<file path="src/rtl/sfm_pkg.sv">
package sfm_pkg;
  localparam int unsigned WORD_W = 32;
  localparam int unsigned NUM_BYTES = WORD_W / 8;

  localparam int unsigned CFG_OFS  = 'h0;
  localparam int unsigned CTL_OFS  = 'h8;
  localparam int unsigned DATA_OFS = 'hC;

  // bit positions that software decodes
  localparam int unsigned CFG_RX_ORDER = 28;
  localparam int unsigned CFG_TX_ORDER = 27;
  localparam int unsigned CTL_CS0      = 31;
  localparam int unsigned CTL_CS1      = 30;
  localparam int unsigned CTL_LEN_HI   = 29;
  localparam int unsigned CTL_LEN_LO   = 28;
  localparam int unsigned CTL_READY    = 27;
  localparam int unsigned CTL_SEL      = 24;

  typedef struct packed {
    logic load;    // launch: load shifter
    logic sample;  // sclk about to rise
    logic shift;   // sclk about to fall, more bits follow
    logic finish;  // sclk about to fall on the last bit
  } spiStrobe_t;

  // Arrange the payload so that the first stream byte sits in bits 31:24.
  function automatic logic [WORD_W-1:0] txArrange(input logic [WORD_W-1:0] word,
                                                  input logic [1:0] len,
                                                  input logic msbFirst);
    logic [WORD_W-1:0] res;
    int src;
    res = '0;
    for (int k = 0; k < NUM_BYTES; k++) begin
      if (k <= int'(len)) begin
        src = msbFirst ? (NUM_BYTES - 1 - k) : (NUM_BYTES - 1 - int'(len) + k);
        res[(NUM_BYTES-1-k)*8 +: 8] = word[src*8 +: 8];
      end
    end
    return res;
  endfunction

  // Place received stream bytes (first byte highest in raw) into the word.
  function automatic logic [WORD_W-1:0] rxArrange(input logic [WORD_W-1:0] raw,
                                                  input logic [1:0] len,
                                                  input logic msbFirst);
    logic [WORD_W-1:0] res;
    int dst;
    res = '0;
    for (int k = 0; k < NUM_BYTES; k++) begin
      if (k <= int'(len)) begin
        dst = msbFirst ? (NUM_BYTES - 1 - k) : (NUM_BYTES - 1 - int'(len) + k);
        res[dst*8 +: 8] = raw[(int'(len)-k)*8 +: 8];
      end
    end
    return res;
  endfunction
endpackage

</file>
<file path="src/rtl/sfm_regs.sv">
module sfm_regs
  import sfm_pkg::*;
#(
  parameter int ADDR_W = 4
) (
  input  logic              clk,
  input  logic              rstN,
  input  logic              regWr,
  input  logic              regRd,
  input  logic [ADDR_W-1:0] regAddr,
  input  logic [WORD_W-1:0] regWdata,
  output logic [WORD_W-1:0] regRdata,
  input  logic              busy,
  input  logic [WORD_W-1:0] rxWord,
  output logic              startTx,
  output logic              startRx,
  output logic [1:0]        lenSel,
  output logic              txMsb,
  output logic              rxMsb,
  output logic [1:0]        csN
);
  logic cs0Bit, cs1Bit, selBit;
  logic hitCfg, hitCtl, hitData;

  assign hitCfg  = (regAddr == ADDR_W'(CFG_OFS));
  assign hitCtl  = (regAddr == ADDR_W'(CTL_OFS));
  assign hitData = (regAddr == ADDR_W'(DATA_OFS));

  assign startTx = regWr && hitData && !busy;
  assign startRx = regRd && hitData && !busy && !regWr;

  always_ff @(posedge clk or negedge rstN) begin
    if (!rstN) begin
      txMsb  <= 1'b0;
      rxMsb  <= 1'b0;
      cs0Bit <= 1'b1;
      cs1Bit <= 1'b1;
      lenSel <= 2'd0;
      selBit <= 1'b0;
    end else if (regWr) begin
      if (hitCfg) begin
        rxMsb <= regWdata[CFG_RX_ORDER];
        txMsb <= regWdata[CFG_TX_ORDER];
      end
      if (hitCtl) begin
        cs0Bit <= regWdata[CTL_CS0];
        cs1Bit <= regWdata[CTL_CS1];
        lenSel <= regWdata[CTL_LEN_HI:CTL_LEN_LO];
        selBit <= regWdata[CTL_SEL];
      end
    end
  end

  assign csN = {cs1Bit, cs0Bit};

  always_comb begin
    regRdata = '0;
    if (hitCfg) begin
      regRdata[CFG_RX_ORDER] = rxMsb;
      regRdata[CFG_TX_ORDER] = txMsb;
    end else if (hitCtl) begin
      regRdata[CTL_CS0]               = cs0Bit;
      regRdata[CTL_CS1]               = cs1Bit;
      regRdata[CTL_LEN_HI:CTL_LEN_LO] = lenSel;
      regRdata[CTL_READY]             = !busy;
      regRdata[CTL_SEL]               = selBit;
    end else if (hitData) begin
      regRdata = rxWord;
    end
  end
endmodule

</file>
<file path="src/rtl/sfm_ctrl.sv">
module sfm_ctrl
  import sfm_pkg::*;
#(
  parameter int CLK_DIV = 4
) (
  input  logic       clk,
  input  logic       rstN,
  input  logic       start,
  input  logic [1:0] lenSel,
  output spiStrobe_t stb,
  output logic       sclk,
  output logic       busy
);
  localparam int HALF  = (CLK_DIV < 2) ? 1 : CLK_DIV / 2;
  localparam int DIV_W = (HALF > 1) ? $clog2(HALF) : 1;
  localparam int BIT_W = $clog2(WORD_W);

  logic [DIV_W-1:0] divCnt;
  logic [BIT_W-1:0] bitCnt, lastBit;
  logic             phase, tick, lastNow;

  assign tick    = busy && (divCnt == DIV_W'(HALF - 1));
  assign lastNow = (bitCnt == lastBit);

  always_comb begin
    stb.load   = start && !busy;
    stb.sample = tick && !phase;
    stb.shift  = tick && phase && !lastNow;
    stb.finish = tick && phase && lastNow;
  end

  always_ff @(posedge clk or negedge rstN) begin
    if (!rstN) begin
      busy    <= 1'b0;
      divCnt  <= '0;
      phase   <= 1'b0;
      bitCnt  <= '0;
      lastBit <= '0;
    end else if (stb.load) begin
      busy    <= 1'b1;
      divCnt  <= '0;
      phase   <= 1'b0;
      bitCnt  <= '0;
      lastBit <= {lenSel, 3'b111};
    end else if (busy) begin
      if (tick) begin
        divCnt <= '0;
        phase  <= !phase;
        if (phase) begin
          if (lastNow) busy <= 1'b0;
          else         bitCnt <= bitCnt + 1'b1;
        end
      end else begin
        divCnt <= divCnt + 1'b1;
      end
    end
  end

  assign sclk = phase;
endmodule

</file>
<file path="src/rtl/sfm_datapath.sv">
module sfm_datapath
  import sfm_pkg::*;
(
  input  logic              clk,
  input  logic              rstN,
  input  spiStrobe_t        stb,
  input  logic              isRx,
  input  logic [1:0]        lenSel,
  input  logic              txMsb,
  input  logic              rxMsb,
  input  logic [WORD_W-1:0] txWord,
  input  logic              miso,
  output logic              mosi,
  output logic [WORD_W-1:0] rxWord
);
  logic [WORD_W-1:0] shReg;
  logic              rxMode, rxMsbQ;
  logic [1:0]        lenQ;

  always_ff @(posedge clk or negedge rstN) begin
    if (!rstN) begin
      shReg  <= '0;
      rxMode <= 1'b0;
      rxMsbQ <= 1'b0;
      lenQ   <= 2'd0;
      rxWord <= '0;
    end else begin
      if (stb.load) begin
        rxMode <= isRx;
        rxMsbQ <= rxMsb;
        lenQ   <= lenSel;
        shReg  <= isRx ? '0 : txArrange(txWord, lenSel, txMsb);
      end else if (stb.sample && rxMode) begin
        shReg <= {shReg[WORD_W-2:0], miso};
      end else if (stb.shift && !rxMode) begin
        shReg <= {shReg[WORD_W-2:0], 1'b0};
      end
      if (stb.finish && rxMode) begin
        rxWord <= rxArrange(shReg, lenQ, rxMsbQ);
      end
    end
  end

  assign mosi = !rxMode && shReg[WORD_W-1];
endmodule

</file>
<file path="src/rtl/spi_flash_master.sv">
module spi_flash_master
  import sfm_pkg::*;
#(
  parameter int CLK_DIV = 4,
  parameter int ADDR_W  = 4
) (
  input  logic              clk,
  input  logic              rstN,
  input  logic              regWr,
  input  logic              regRd,
  input  logic [ADDR_W-1:0] regAddr,
  input  logic [31:0]       regWdata,
  output logic [31:0]       regRdata,
  output logic              sclk,
  output logic              mosi,
  input  logic              miso,
  output logic [1:0]        csN
);
  spiStrobe_t        stb;
  logic              busy, startTx, startRx, txMsb, rxMsb;
  logic [1:0]        lenSel;
  logic [WORD_W-1:0] rxWord;

  sfm_regs #(.ADDR_W(ADDR_W)) regs_i (
    .clk(clk), .rstN(rstN), .regWr(regWr), .regRd(regRd), .regAddr(regAddr),
    .regWdata(regWdata), .regRdata(regRdata), .busy(busy), .rxWord(rxWord),
    .startTx(startTx), .startRx(startRx), .lenSel(lenSel), .txMsb(txMsb),
    .rxMsb(rxMsb), .csN(csN)
  );

  sfm_ctrl #(.CLK_DIV(CLK_DIV)) ctrl_i (
    .clk(clk), .rstN(rstN), .start(startTx || startRx), .lenSel(lenSel),
    .stb(stb), .sclk(sclk), .busy(busy)
  );

  sfm_datapath dp_i (
    .clk(clk), .rstN(rstN), .stb(stb), .isRx(startRx), .lenSel(lenSel),
    .txMsb(txMsb), .rxMsb(rxMsb), .txWord(regWdata), .miso(miso),
    .mosi(mosi), .rxWord(rxWord)
  );
endmodule

</file>
<file path="config.mk">
export PLATFORM = sky130hd
export DESIGN_NAME = spi_flash_master
export DESIGN_NICKNAME = d
export VERILOG_FILES = /design/src/rtl/sfm_pkg.sv /design/src/rtl/sfm_regs.sv /design/src/rtl/sfm_ctrl.sv /design/src/rtl/sfm_datapath.sv /design/src/rtl/spi_flash_master.sv
export SDC_FILE = /design/constraint.sdc
export NUM_CORES = 1
export LEC_CHECK = 0
export ABC_CLOCK_PERIOD_IN_PS = 3400
export BUFFER_PORTS_ARGS = -buffer_cell sky130_fd_sc_hd__buf_2
export CAP_MARGIN = 20
export CORE_ASPECT_RATIO = 0.8
export CORE_UTILIZATION = 31
export CTS_CLUSTER_SIZE = 8
export DETAILED_ROUTE_END_ITERATION = 8
export PLACE_DENSITY_LB_ADDON = 0.25
export SLEW_MARGIN = 25
export SYNTH_ARGS = -nofsm -noshare
export SYNTH_HDL_FRONTEND = slang
export SYNTH_SLANG_ARGS = --single-unit
</file>
<file path="constraint.sdc">
create_clock -name clk -period 3.4 [get_ports clk]
set_input_delay 0.68 -clock clk [delete_from_list [all_inputs] [get_ports clk]]
set_output_delay 0.68 -clock clk [all_outputs]
set_load 0.01 [all_outputs]
</file>
==> metrics.txt, run 1 <==
metal3 WL around 990 um; fin. max-slew vios 0; H-tree levels 3; Post-synth EDFFs 0; Die Height between 100 and 150 um; final WL 20.16 mm; worst skew pair latency approximately 0.36 ns; layout cells sized above 1 between 20 and 30%; Crit path arrival time 3.09 ns; pwr/cell area ~740 nW/um2; Worst Clk Skew approximately 0.011 ns; wire length on met1 ~9.6 mm; setup_tns 0 ns; relative slew slack between 30% and 40%; register area share after synthesis 31.60%; TritonCTS Sinks between 80 and 90; Inserted Clock Buffers 9; Critical Path RT 3.65 ns; Syn. warnings 0; critical path capture point type register; Maximum Capacitance Violations 0; synthesized area 6660 um2; dominant synthesized flop cell dfrtp_1; Hold-fix buffers, CTS 0; First-pass DRT Iterations 9; post-route ant nets 0; ant diodes 0; Die X-Extent about 170 um; WL/cell roughly 20 um; GRT Residual Overflow 0; reg2reg start dp_i.rxMsbQ; first-pass GRT wire length ~32 mm; DP Worst Slack about 0.58 ns; post-synth cell types between 50 and 60; Final min period around 2.8 ns; vias in the first global route 5425; syn_area_per_cell roughly 10 um2; hpwl dp approximately 15 mm; Starting Density a little under a third; largest net degree at the start of global routing 64; Worst Slack Setup Final approximately 0.56 ns; DRC errors left 5; final core occ a little over a third; GPL Wtd Cong 0.8675; initial antenna violation count 0; reg2reg setup slack roughly 0.56 ns; Buffers on Ports between 70 and 80; Tcrit/Tclk final between 80% and 90%; Synth async-reset ratio between 90% and 100%; Max rail drop VDD around 0.31 mV; Max Freq between 0.3 and 0.4 GHz; Worst Setup Start Kind register; type of the worst min-delay path input pin to asynchronous set/reset pin; Setup Fix Bufs, Post-CTS 0; Gate Count Post-Synth 666; Yosys reg bits 84; WS Path Type register to register; Syn Nets 730; core box area between 20000 and 25000 um2; I/O pin total between 70 and 80; die footprint about 22000 um2; status finished with violations; clock tree buffer depth 2; Reg2Reg Depth 8; Tot GR Track Use 18.98%; setup violators final 0; nets@finish between 700 and 800; most common cell after layout, fill and taps aside nand2_1; Area Overhead vs Synth 13.88%; DR top layer met4; violated checks design-rule violations; RSZ-0062 raised after global routing false; commonest cells after routing, fill and taps aside nand2_1 (87), dfrtp_1 (81), buf_2 (75); Max FO, Critical Path 9; capture point of the worst reg-to-reg path dp_i.rxWord[17]; CTS clk-pin slew, worst paths roughly 0.070 ns; vias per cell 5.593; CTS tree built; total number of vias roughly 5600; worst-margin pin slew approximately 0.9 ns; row cnt 47; Lkg Pwr 3.257 nW; metal2 WL 9.237 mm; CTS Root Buffer Type clkbuf_16; cts repair resizes 0; final hold vios 0; DR iter-0 viols around 580
-- worst max-delay path, stage by stage, from the launching register on --
cell and delay [ns]:
dfrtp_1 0.37, nand2b_1 0.35, ha_1 0.34, ha_4 0.29, nand2b_1 0.13, nor4b_4 0.61
a22oi_1 0.19, and3_1 0.23, o31ai_1 0.22
-- registers in the layout, indices dropped and copies added, names as in the netlist, 2 cells and up --
signal and count:
ctrl_i.lastBit 3, dp_i.rxWord 32, dp_i.shReg 32, ctrl_i.bitCnt 5
regs_i.lenSel 2
-- per-stage QoR --
stage / hold WS, ns / instances / power (mW) / area [um2]
global route: 0.4816 / 1006 / 6.043 / 7585
detailed placement: 0.4715 / 990 / 4.637 / 7286
CTS: 0.4559 / 1006 / 5.615 / 7570
floorplan: 0.3844 / 666 / 3.897 / 6690
global placement: 0.4649 / 990 / 4.631 / 7286
finish: 0.4198 / 1006 / 5.620 / 7585
-- report_power, final --
group / switching [mW] / total, mW / internal, mW
logic: 1.70 / 2.95 / 1.25
clock network: 0.444 / 0.966 / 0.522
registers: 0.413 / 1.71 / 1.29
total: 2.56 / 5.62 / 3.06
-- Yosys cell counts (3+ instances only) --
cell	count	share of area [%]
a21oi_1	30	2.3
a221oi_1	4	0.53
a22o_1	23	3.0
a22oi_1	54	6.1
a32oi_1	4	0.53
and2_1	28	2.6
and3_1	12	1.1
buf_1	3	0.17
buf_2	6	0.45
buf_4	6	0.68
buf_6	14	2.4
clkbuf_1	14	0.79
dfrtp_1	82	31
ha_1	23	4.3
inv_1	11	0.62
mux2_2	5	0.85
mux2i_1	38	5.7
mux4_2	45	15
nand2_1	87	4.9
nand2b_1	15	1.4
nand3_1	3	0.23
nand4_1	3	0.28
nor2_1	34	1.9
nor2_2	4	0.38
nor3_1	10	0.75
o21ai_0	40	3.0
o21ai_1	9	0.68
o31ai_1	8	0.90
or3_1	8	0.75
xor2_1	3	0.39
-- final cells by class --
class | instances | area [um2]
Fill cell | 2114 | 13290
Tap cell | 269 | 336.6
Inverter | 14 | 55.05
Clock inverter | 6 | 45.04
Timing Repair Buffer | 98 | 560.5
Clock buffer | 10 | 239.0
Multi-Input combinational cell | 525 | 4243
Sequential cell | 84 | 2106
-- logic make-up after synthesis --
logic type | Yosys count | synth area share [%]
adder cells (fa/ha/maj) | 23 | 4.321
AO/OA/AOI/OAI | 183 | 18.52
flip-flops | 84 | 31.60
XOR/XNOR | 5 | 0.6576
multiplexers | 88 | 21.77
buffers and inverters | 57 | 5.279
AND/OR/NAND/NOR | 226 | 17.85
-- worst max path at each step --
stage | endpoint | start | slack [ns]
floorplan | dp_i.rxWord[7] | ctrl_i.lastBit[3] | 0.0003
global placement | dp_i.rxWord[19] | ctrl_i.lastBit[3] | 0.61
detailed placement | dp_i.rxWord[23] | ctrl_i.lastBit[3] | 0.58
CTS | dp_i.rxWord[17] | ctrl_i.lastBit[3] | 0.54
global route | dp_i.rxWord[17] | ctrl_i.lastBit[3] | 0.27
finish | dp_i.rxWord[17] | dp_i.rxMsbQ | 0.56
-- metal layers --
metal,vias to the layer above,GRT usage (%)
met5,-,0
met4,0,4.673
met3,20,3.327
met2,179,29.26
met1,2785,27.59
li1,2643,-
Power figures use the tool's default switching activity.
==> inputs of run 2 (changes only) <==
--- a/config.mk
+++ b/config.mk
@@ -5,7 +5,8 @@
 export SDC_FILE = /design/constraint.sdc
 export NUM_CORES = 1
 export LEC_CHECK = 0
-export ABC_CLOCK_PERIOD_IN_PS = 3400
+export ABC_AREA = 1
+export ABC_CLOCK_PERIOD_IN_PS = 2800
 export BUFFER_PORTS_ARGS = -buffer_cell sky130_fd_sc_hd__buf_2
 export CAP_MARGIN = 20
 export CORE_ASPECT_RATIO = 0.8
==> constraint.sdc (replaced) <==
create_clock -name clk -period 2.8 [get_ports clk]
set_input_delay 0.56 -clock clk [delete_from_list [all_inputs] [get_ports clk]]
set_output_delay 0.56 -clock clk [all_outputs]
set_load 0.01 [all_outputs]
==> metrics.txt, run 2 <==
status finished, final reports clean; vias in the first global route 6698 (+23%); Critical-path top delay cell dfrtp_1; worst-margin pin slew 0.7412 ns (-0.1653 ns); Synth top area share 28.76% (-2.0 points); commonest cells after routing, fill and taps aside nand2_1 (483), nor2_1 (146), inv_1 (101), o21ai_0 (101), dfrtp_1 (82); pwr/cell area 825.6 nW/um2 (+11%); Area Overhead vs Synth 13.50%; Yosys reg bits 84 (unchanged); Crit path arrival time 2.83 ns (-0.26 ns); met3 usage 4.539% (+1.2 points); Tcrit/Tclk final 90.83% (+7.3 points); GRT Residual Overflow 0 (unchanged); Cell Int Power 3.353 mW (+9.5%); final WL 24.12 mm (+20%); total number of vias 7492 (+33%); Max FO, Critical Path 8 (-1); setup_tns 0 ns (unchanged); Seq pwr share 27.9% (-2.5 points); clock group share of total power 19.9% (+2.7 points); Synth async-reset ratio 100.0% (unchanged); Maximum Capacitance Violations 0 (unchanged); first-pass GRT wire length 37.76 mm (+17%); top-count cell post-synth nand2_1; placed cell count 1531 (+55%); Die Height 137.7 um (+3.4%); I/O pin total 77 (unchanged); Gate Count Post-Synth 1171 (+76%); met2 Resource Use GR 30.81% (+1.6 points); post-route ant nets 0 (unchanged); layout cells sized above 1 12.65% (-13 points); Max rail drop VDD 0.3166 mV (+2.3%); Synth area leader dfrtp_1; final core occ 35.99% (-0.34 points); Hold-fix buffers, CTS 0 (unchanged); Cell Count, Final, Fillers Out 1547 (+54%); cells along the critical path inv_1, ha_1, nor2_1, inv_1, ha_1, ha_1, nor2_1, nand3_1, nor2_2, nand2_1, o211ai_1, nand2_1, o21ai_1; crit-path most repeated cell ha_1; Design Power 6.685 mW (+19%); Worst Clk Skew 0.01102 ns (+0.0004406 ns); register area share after synthesis 29.50% (-2.1 points); Inserted Clock Buffers 9 (unchanged); CP delay by family, top simple AND/OR/NAND/NOR gates; First-pass DRT Iterations 5 (-4); final hold vios 0 (unchanged); setup violators final 0 (unchanged); Buffers on Ports 76 (unchanged); largest net degree at the start of global routing 57 (-11%); Gate power share 52.2% (-0.2 points); Die X-Extent 171.6 um (+3.5%); Post-synth top cells nand2_1 (483), nor2_1 (146), inv_1 (101), o21ai_0 (101), dfrtp_1 (82); Worst Setup Start Kind register; nets@finish 1300 (+63%); GPL Wtd Cong 0.9424 (+8.6%); Critical Path RT 3.08 ns (-0.57 ns); WL/cell 15.59 um (-22%); Max Freq 0.3932 GHz (+12%); ant diodes 0 (unchanged); DP Worst Slack 0.3048 ns (-0.2725 ns); CTS tree built; GR peak layer met1; RSZ-0062 raised after global routing false; row cnt 49 (+4.3%); Setup Fix Bufs, Post-CTS 0 (unchanged); Final min period 2.543 ns (-0.2959 ns); DR iter-0 viols 754 (+30%); vias per cell 4.843 (-13%); dominant synthesized flop cell dfrtp_1; H-tree levels 3 (unchanged); critical path capture point type register; Starting Density 31.71% (-0.20 points); initial antenna violation count 0 (unchanged); type of the worst min-delay path input pin to asynchronous set/reset pin; post-synth cell types 39 (-33%); WS Path Type register to register; relative slew slack 50.07% (+11 points); DRC errors left 0 (-5); biggest regs dp_i.rxWord: 32 flops, dp_i.shReg: 32 flops, ctrl_i.bitCnt: 5 flops; CP max stage delay 0.37 ns (-0.24 ns); die footprint 23630 um2 (+7.0%); sw power 3.332 mW (+30%); most common cell after layout, fill and taps aside nand2_1; clock tree buffer depth 2 (unchanged); Switching Fraction 49.84% (+4.3 points); cts repair resizes 0 (unchanged); core box area 22500 um2 (+7.8%); synthesized area 7134 um2 (+7.1%); top cells by area, synth dfrtp_1 (29%), nand2_1 (25%), nor2_1 (7.7%), o21ai_0 (7.1%), inv_1 (5.3%); met1 usage 31.98% (+4.4 points); Tot GR Track Use 21.22% (+2.2 points); CP bufs+invs 2 (+2); worst skew pair latency 0.36 ns (about the same); syn_area_per_cell 6.093 um2 (-39%); Lkg Pwr 4.216 nW (+29%); fin. max-slew vios 0 (unchanged); CTS clk-pin slew, worst paths 0.07 ns (about the same); Post-synth EDFFs 0 (unchanged); hpwl dp 18.42 mm (+21%); Worst Slack Setup Final 0.2569 ns (-0.3041 ns); Syn Nets 1235 (+69%); CTS Root Buffer Type clkbuf_16; Syn. warnings 0 (unchanged); TritonCTS Sinks 84 (unchanged)
## run 2: changes by cell type in the layout (fill, tap and decap cells not counted), sizes merged, moves of 48 or more
cell | previous run | this run
a22oi | 54 | 0
inv | 15 | 109
nand2 | 87 | 488
nand3 | 4 | 52
nor2 | 38 | 160
o21ai | 49 | 148
## run 2: kinds of logic (layout without fill, tap and decap cells)
| kind of cell | Yosys count | in the layout | share of synthesized area [%] |
|---|---|---|---|
| flops | 84 | 84 | 29.50 |
| mux | 7 | 7 | 0.9822 |
| xor+xnor | 4 | 4 | 0.4910 |
| simple gates | 723 | 723 | 41.56 |
| buf+inv | 158 | 228 | 10.70 |
| fa+ha+maj | 23 | 23 | 4.034 |
| compound gates | 172 | 172 | 12.73 |
## run 2: layer usage
layer / routed length (um) / part of all wire, %
met1: 12060 / 50
met2: 9920 / 41
met3: 1876 / 7.8
met4: 260 / 1.1
met5: 0 / 0
## run 2: through the flow
| stage | hold slack (ns) | cell area (um2) |
|---|---|---|
| global placement | 0.4522 | 7776 |
| global route | 0.1571 | 8098 |
| finish | 0.1318 | 8098 |
| floorplan | 0.2644 | 7134 |
| detailed placement | 0.4642 | 7776 |
| CTS | 0.1508 | 8098 |
## run 2: layout make-up
class | count | area, um2
clock buffers | 12 | 266.5
clock inverters | 4 | 55.05
fillers | 2533 | 14400
inverters | 110 | 419.2
multi-input cells | 929 | 4267
flip-flops and latches | 84 | 2105
well taps | 306 | 382.9
repair buffers | 102 | 603.1
## run 2: path summary, 6_finish.rpt
check,endpoint,startpoint,slack (ns),cells past startpoint
setup / recovery,dp_i.rxWord[1],ctrl_i.lastBit[4],0.26,13
hold / removal,ctrl_i.bitCnt[0],rstN,0.13,1
setup reg to reg,dp_i.rxWord[1],ctrl_i.lastBit[4],0.26,13
hold reg to reg,ctrl_i.lastBit[2],ctrl_i.lastBit[2],0.47,2
max in group asynchronous,regs_i.cs1Bit,rstN,1.97,2
min in group clk,dp_i.shReg[0],miso,0.45,3
## run 2: power by group through the flow
| stage | clock (mW) | combinational (mW) | sequential (mW) |
|---|---|---|---|
| 5_1_grt | 1.41 | 3.88 | 1.91 |
| 4_1_cts | 1.36 | 3.45 | 1.87 |
| 3_5_place_dp | 0 | 3.43 | 1.89 |
| 6_report | 1.33 | 3.49 | 1.86 |
| 3_3_place_gp | 0 | 3.41 | 1.88 |
| 2_1_floorplan | 0 | 2.52 | 1.78 |
## run 2: worst register-to-register path, cell delays in order, from the launching register on
cell      delay (ns)
dfrtp_1         0.37
inv_1           0.13
ha_1            0.27
nor2_1          0.18
inv_1           0.07
ha_1            0.18
ha_1            0.31
nor2_1          0.10
nand3_1         0.08
nor2_2          0.31
nand2_1         0.09
o211ai_1        0.19
nand2_1         0.10
o21ai_1         0.10
==> inputs of run 3 (changes only) <==
--- a/config.mk
+++ b/config.mk
@@ -7,13 +7,14 @@
 export LEC_CHECK = 0
 export ABC_AREA = 1
 export ABC_CLOCK_PERIOD_IN_PS = 2800
-export BUFFER_PORTS_ARGS = -buffer_cell sky130_fd_sc_hd__buf_2
 export CAP_MARGIN = 20
 export CORE_ASPECT_RATIO = 0.8
 export CORE_UTILIZATION = 31
 export CTS_CLUSTER_SIZE = 8
 export DETAILED_ROUTE_END_ITERATION = 8
-export PLACE_DENSITY_LB_ADDON = 0.25
+export DONT_BUFFER_PORTS = 1
+export PLACE_DENSITY_LB_ADDON = 0.1
+export REMOVE_ABC_BUFFERS = 1
 export SLEW_MARGIN = 25
 export SYNTH_ARGS = -nofsm -noshare
 export SYNTH_HDL_FRONTEND = slang
==> metrics.txt, run 3 (synthesized netlist as in run 2, its figures left out) <==
ant diodes 0 (unchanged); most common cell after layout, fill and taps aside nand2_1; reg2reg start ctrl_i.lastBit[3]; fin. max-slew vios 0 (unchanged); Maximum Capacitance Violations 0 (unchanged); GRT Residual Overflow 0 (unchanged); hold slack 0.04515 ns (-0.08664 ns); final core occ 34.63% (-1.4 points); Design Power 6.403 mW (-4.2%); Max Freq 0.4023 GHz (+2.3%); Reg2Reg Depth 13 (unchanged); WL/cell 15.94 um (+2.2%); vias in the first global route 6728 (+0.45%); final WL 23.68 mm (-1.8%); Die Height 137.7 um (unchanged); post-route ant nets 0 (unchanged); DRC errors left 0 (unchanged); Buffers on Ports 0 (-100%); layout cells sized above 1 8.051% (-4.6 points); initial antenna violation count 0 (unchanged); core box area 22500 um2 (unchanged); RSZ-0062 raised after global routing false; critical path capture point type register; clock tree buffer depth 2 (unchanged); Die X-Extent 171.6 um (unchanged); Critical Path RT 3.03 ns (-0.05 ns); hpwl dp 18.16 mm (-1.4%); Lkg Pwr 3.914 nW (-7.2%); vias per cell 4.846 (about the same); GPL Wtd Cong 0.8787 (-6.8%); First-pass DRT Iterations 5 (unchanged); Inserted Clock Buffers 9 (unchanged); first-pass GRT wire length 38.01 mm (+0.66%); Max FO, Critical Path 16 (+8); CTS clk-pin slew, worst paths 0.07 ns (about the same); total number of vias 7201 (-3.9%); nets@finish 1239 (-4.7%); Crit path arrival time 2.72 ns (-0.11 ns); CTS tree built; Starting Density 31.71% (unchanged); Final min period 2.485 ns (-0.05768 ns); TritonCTS Sinks 84 (unchanged); WS Path Type register to register; Area Overhead vs Synth 9.207%; status finished, final reports clean; Worst Setup Start Kind register; Tcrit/Tclk final 88.77% (-2.1 points); Max rail drop VDD 0.4013 mV (+27%); DR iter-0 viols 530 (-30%); type of the worst min-delay path input pin to asynchronous set/reset pin; relative slew slack 61.41% (+11 points); reg2reg setup slack 0.31 ns (+0.06 ns); worst skew pair latency 0.36 ns (about the same); row cnt 49 (unchanged); cts repair resizes 0 (unchanged); biggest regs dp_i.rxWord: 32 flops, dp_i.shReg: 32 flops, ctrl_i.bitCnt: 5 flops; setup violators final 0 (unchanged); CTS Root Buffer Type clkbuf_16; Worst Clk Skew 0.01050 ns (-0.0005223 ns); pwr/cell area 821.9 nW/um2 (-0.45%); commonest cells after routing, fill and taps aside nand2_1 (483), nor2_1 (146), inv_1 (101), o21ai_0 (101), dfrtp_1 (82); die footprint 23630 um2 (unchanged); Tot GR Track Use 21.33% (+0.12 points); largest net degree at the start of global routing 83 (+46%); H-tree levels 3 (unchanged); final hold vios 0 (unchanged); capture point of the worst reg-to-reg path dp_i.rxWord[17]; worst-margin pin slew 0.5744 ns (-0.1667 ns); I/O pin total 77 (unchanged)
[run 3: cell type report]
type | count | area [um2]
Fill cell | 2529 | 14710
Clock inverter | 6 | 48.80
Sequential cell | 84 | 2105
Clock buffer | 10 | 229.0
Inverter | 110 | 419.2
Tap cell | 306 | 382.9
Timing Repair Buffer | 41 | 340.3
Multi-Input combinational cell | 929 | 4267
[run 3: timing repair]
action,CTS,global route
endpoints found under the hold margin,82,0
setup buffers,0,0
hold buffers,1,0
[run 3: where the power goes]
part           leakage [nW]  total [mW]  internal [mW]  switching, mW
combinational          2.69        3.32          0.999           2.32
clock                 0.126        1.17          0.610          0.564
sequential             1.10        1.91           1.56          0.355
[run 3: worst max-delay path by stage]
stage	start	endpoint	slack, ns
2_1_floorplan	ctrl_i.lastBit[3]	dp_i.rxWord[9]	-0.70
3_3_place_gp	ctrl_i.lastBit[3]	dp_i.rxWord[17]	0.37
3_5_place_dp	ctrl_i.lastBit[3]	dp_i.rxWord[17]	0.31
4_1_cts	ctrl_i.lastBit[3]	dp_i.rxWord[17]	0.30
5_1_grt	ctrl_i.lastBit[3]	dp_i.rxWord[17]	0.04
6_report	ctrl_i.lastBit[3]	dp_i.rxWord[17]	0.31
[run 3: per-stage QoR]
stage,setup WS [ns],instance area (um2),std cells,TNS (ns)
3_3_place_gp,0.3726,7486,1469,0
6_report,0.3146,7791,1486,0
5_1_grt,0.03720,7791,1486,0
2_1_floorplan,-0.7041,6790,1123,-20.05
3_5_place_dp,0.3130,7486,1469,0
4_1_cts,0.2989,7791,1486,0
[run 3: routing by layer]
metal  vias to the layer above  track usage [%]  part of all wire, %
met5                         -                0                    0
met4                         0            4.712                  1.1
met3                        15            3.074                  4.5
met2                       153            31.71                   42
met1                      3341            32.13                   53
li1                       3692                -                    -
[run 3: critical path, cell delays in order (launching register included)]
cell	delay [ns]
dfrtp_1	0.39
inv_4	0.04
ha_1	0.30
nor2_1	0.17
inv_1	0.07
ha_1	0.19
ha_1	0.32
nand2_1	0.12
inv_1	0.08
nand3b_2	0.30
nor2_1	0.18
nor2_1	0.06
nand2_1	0.06
o21ai_0	0.08
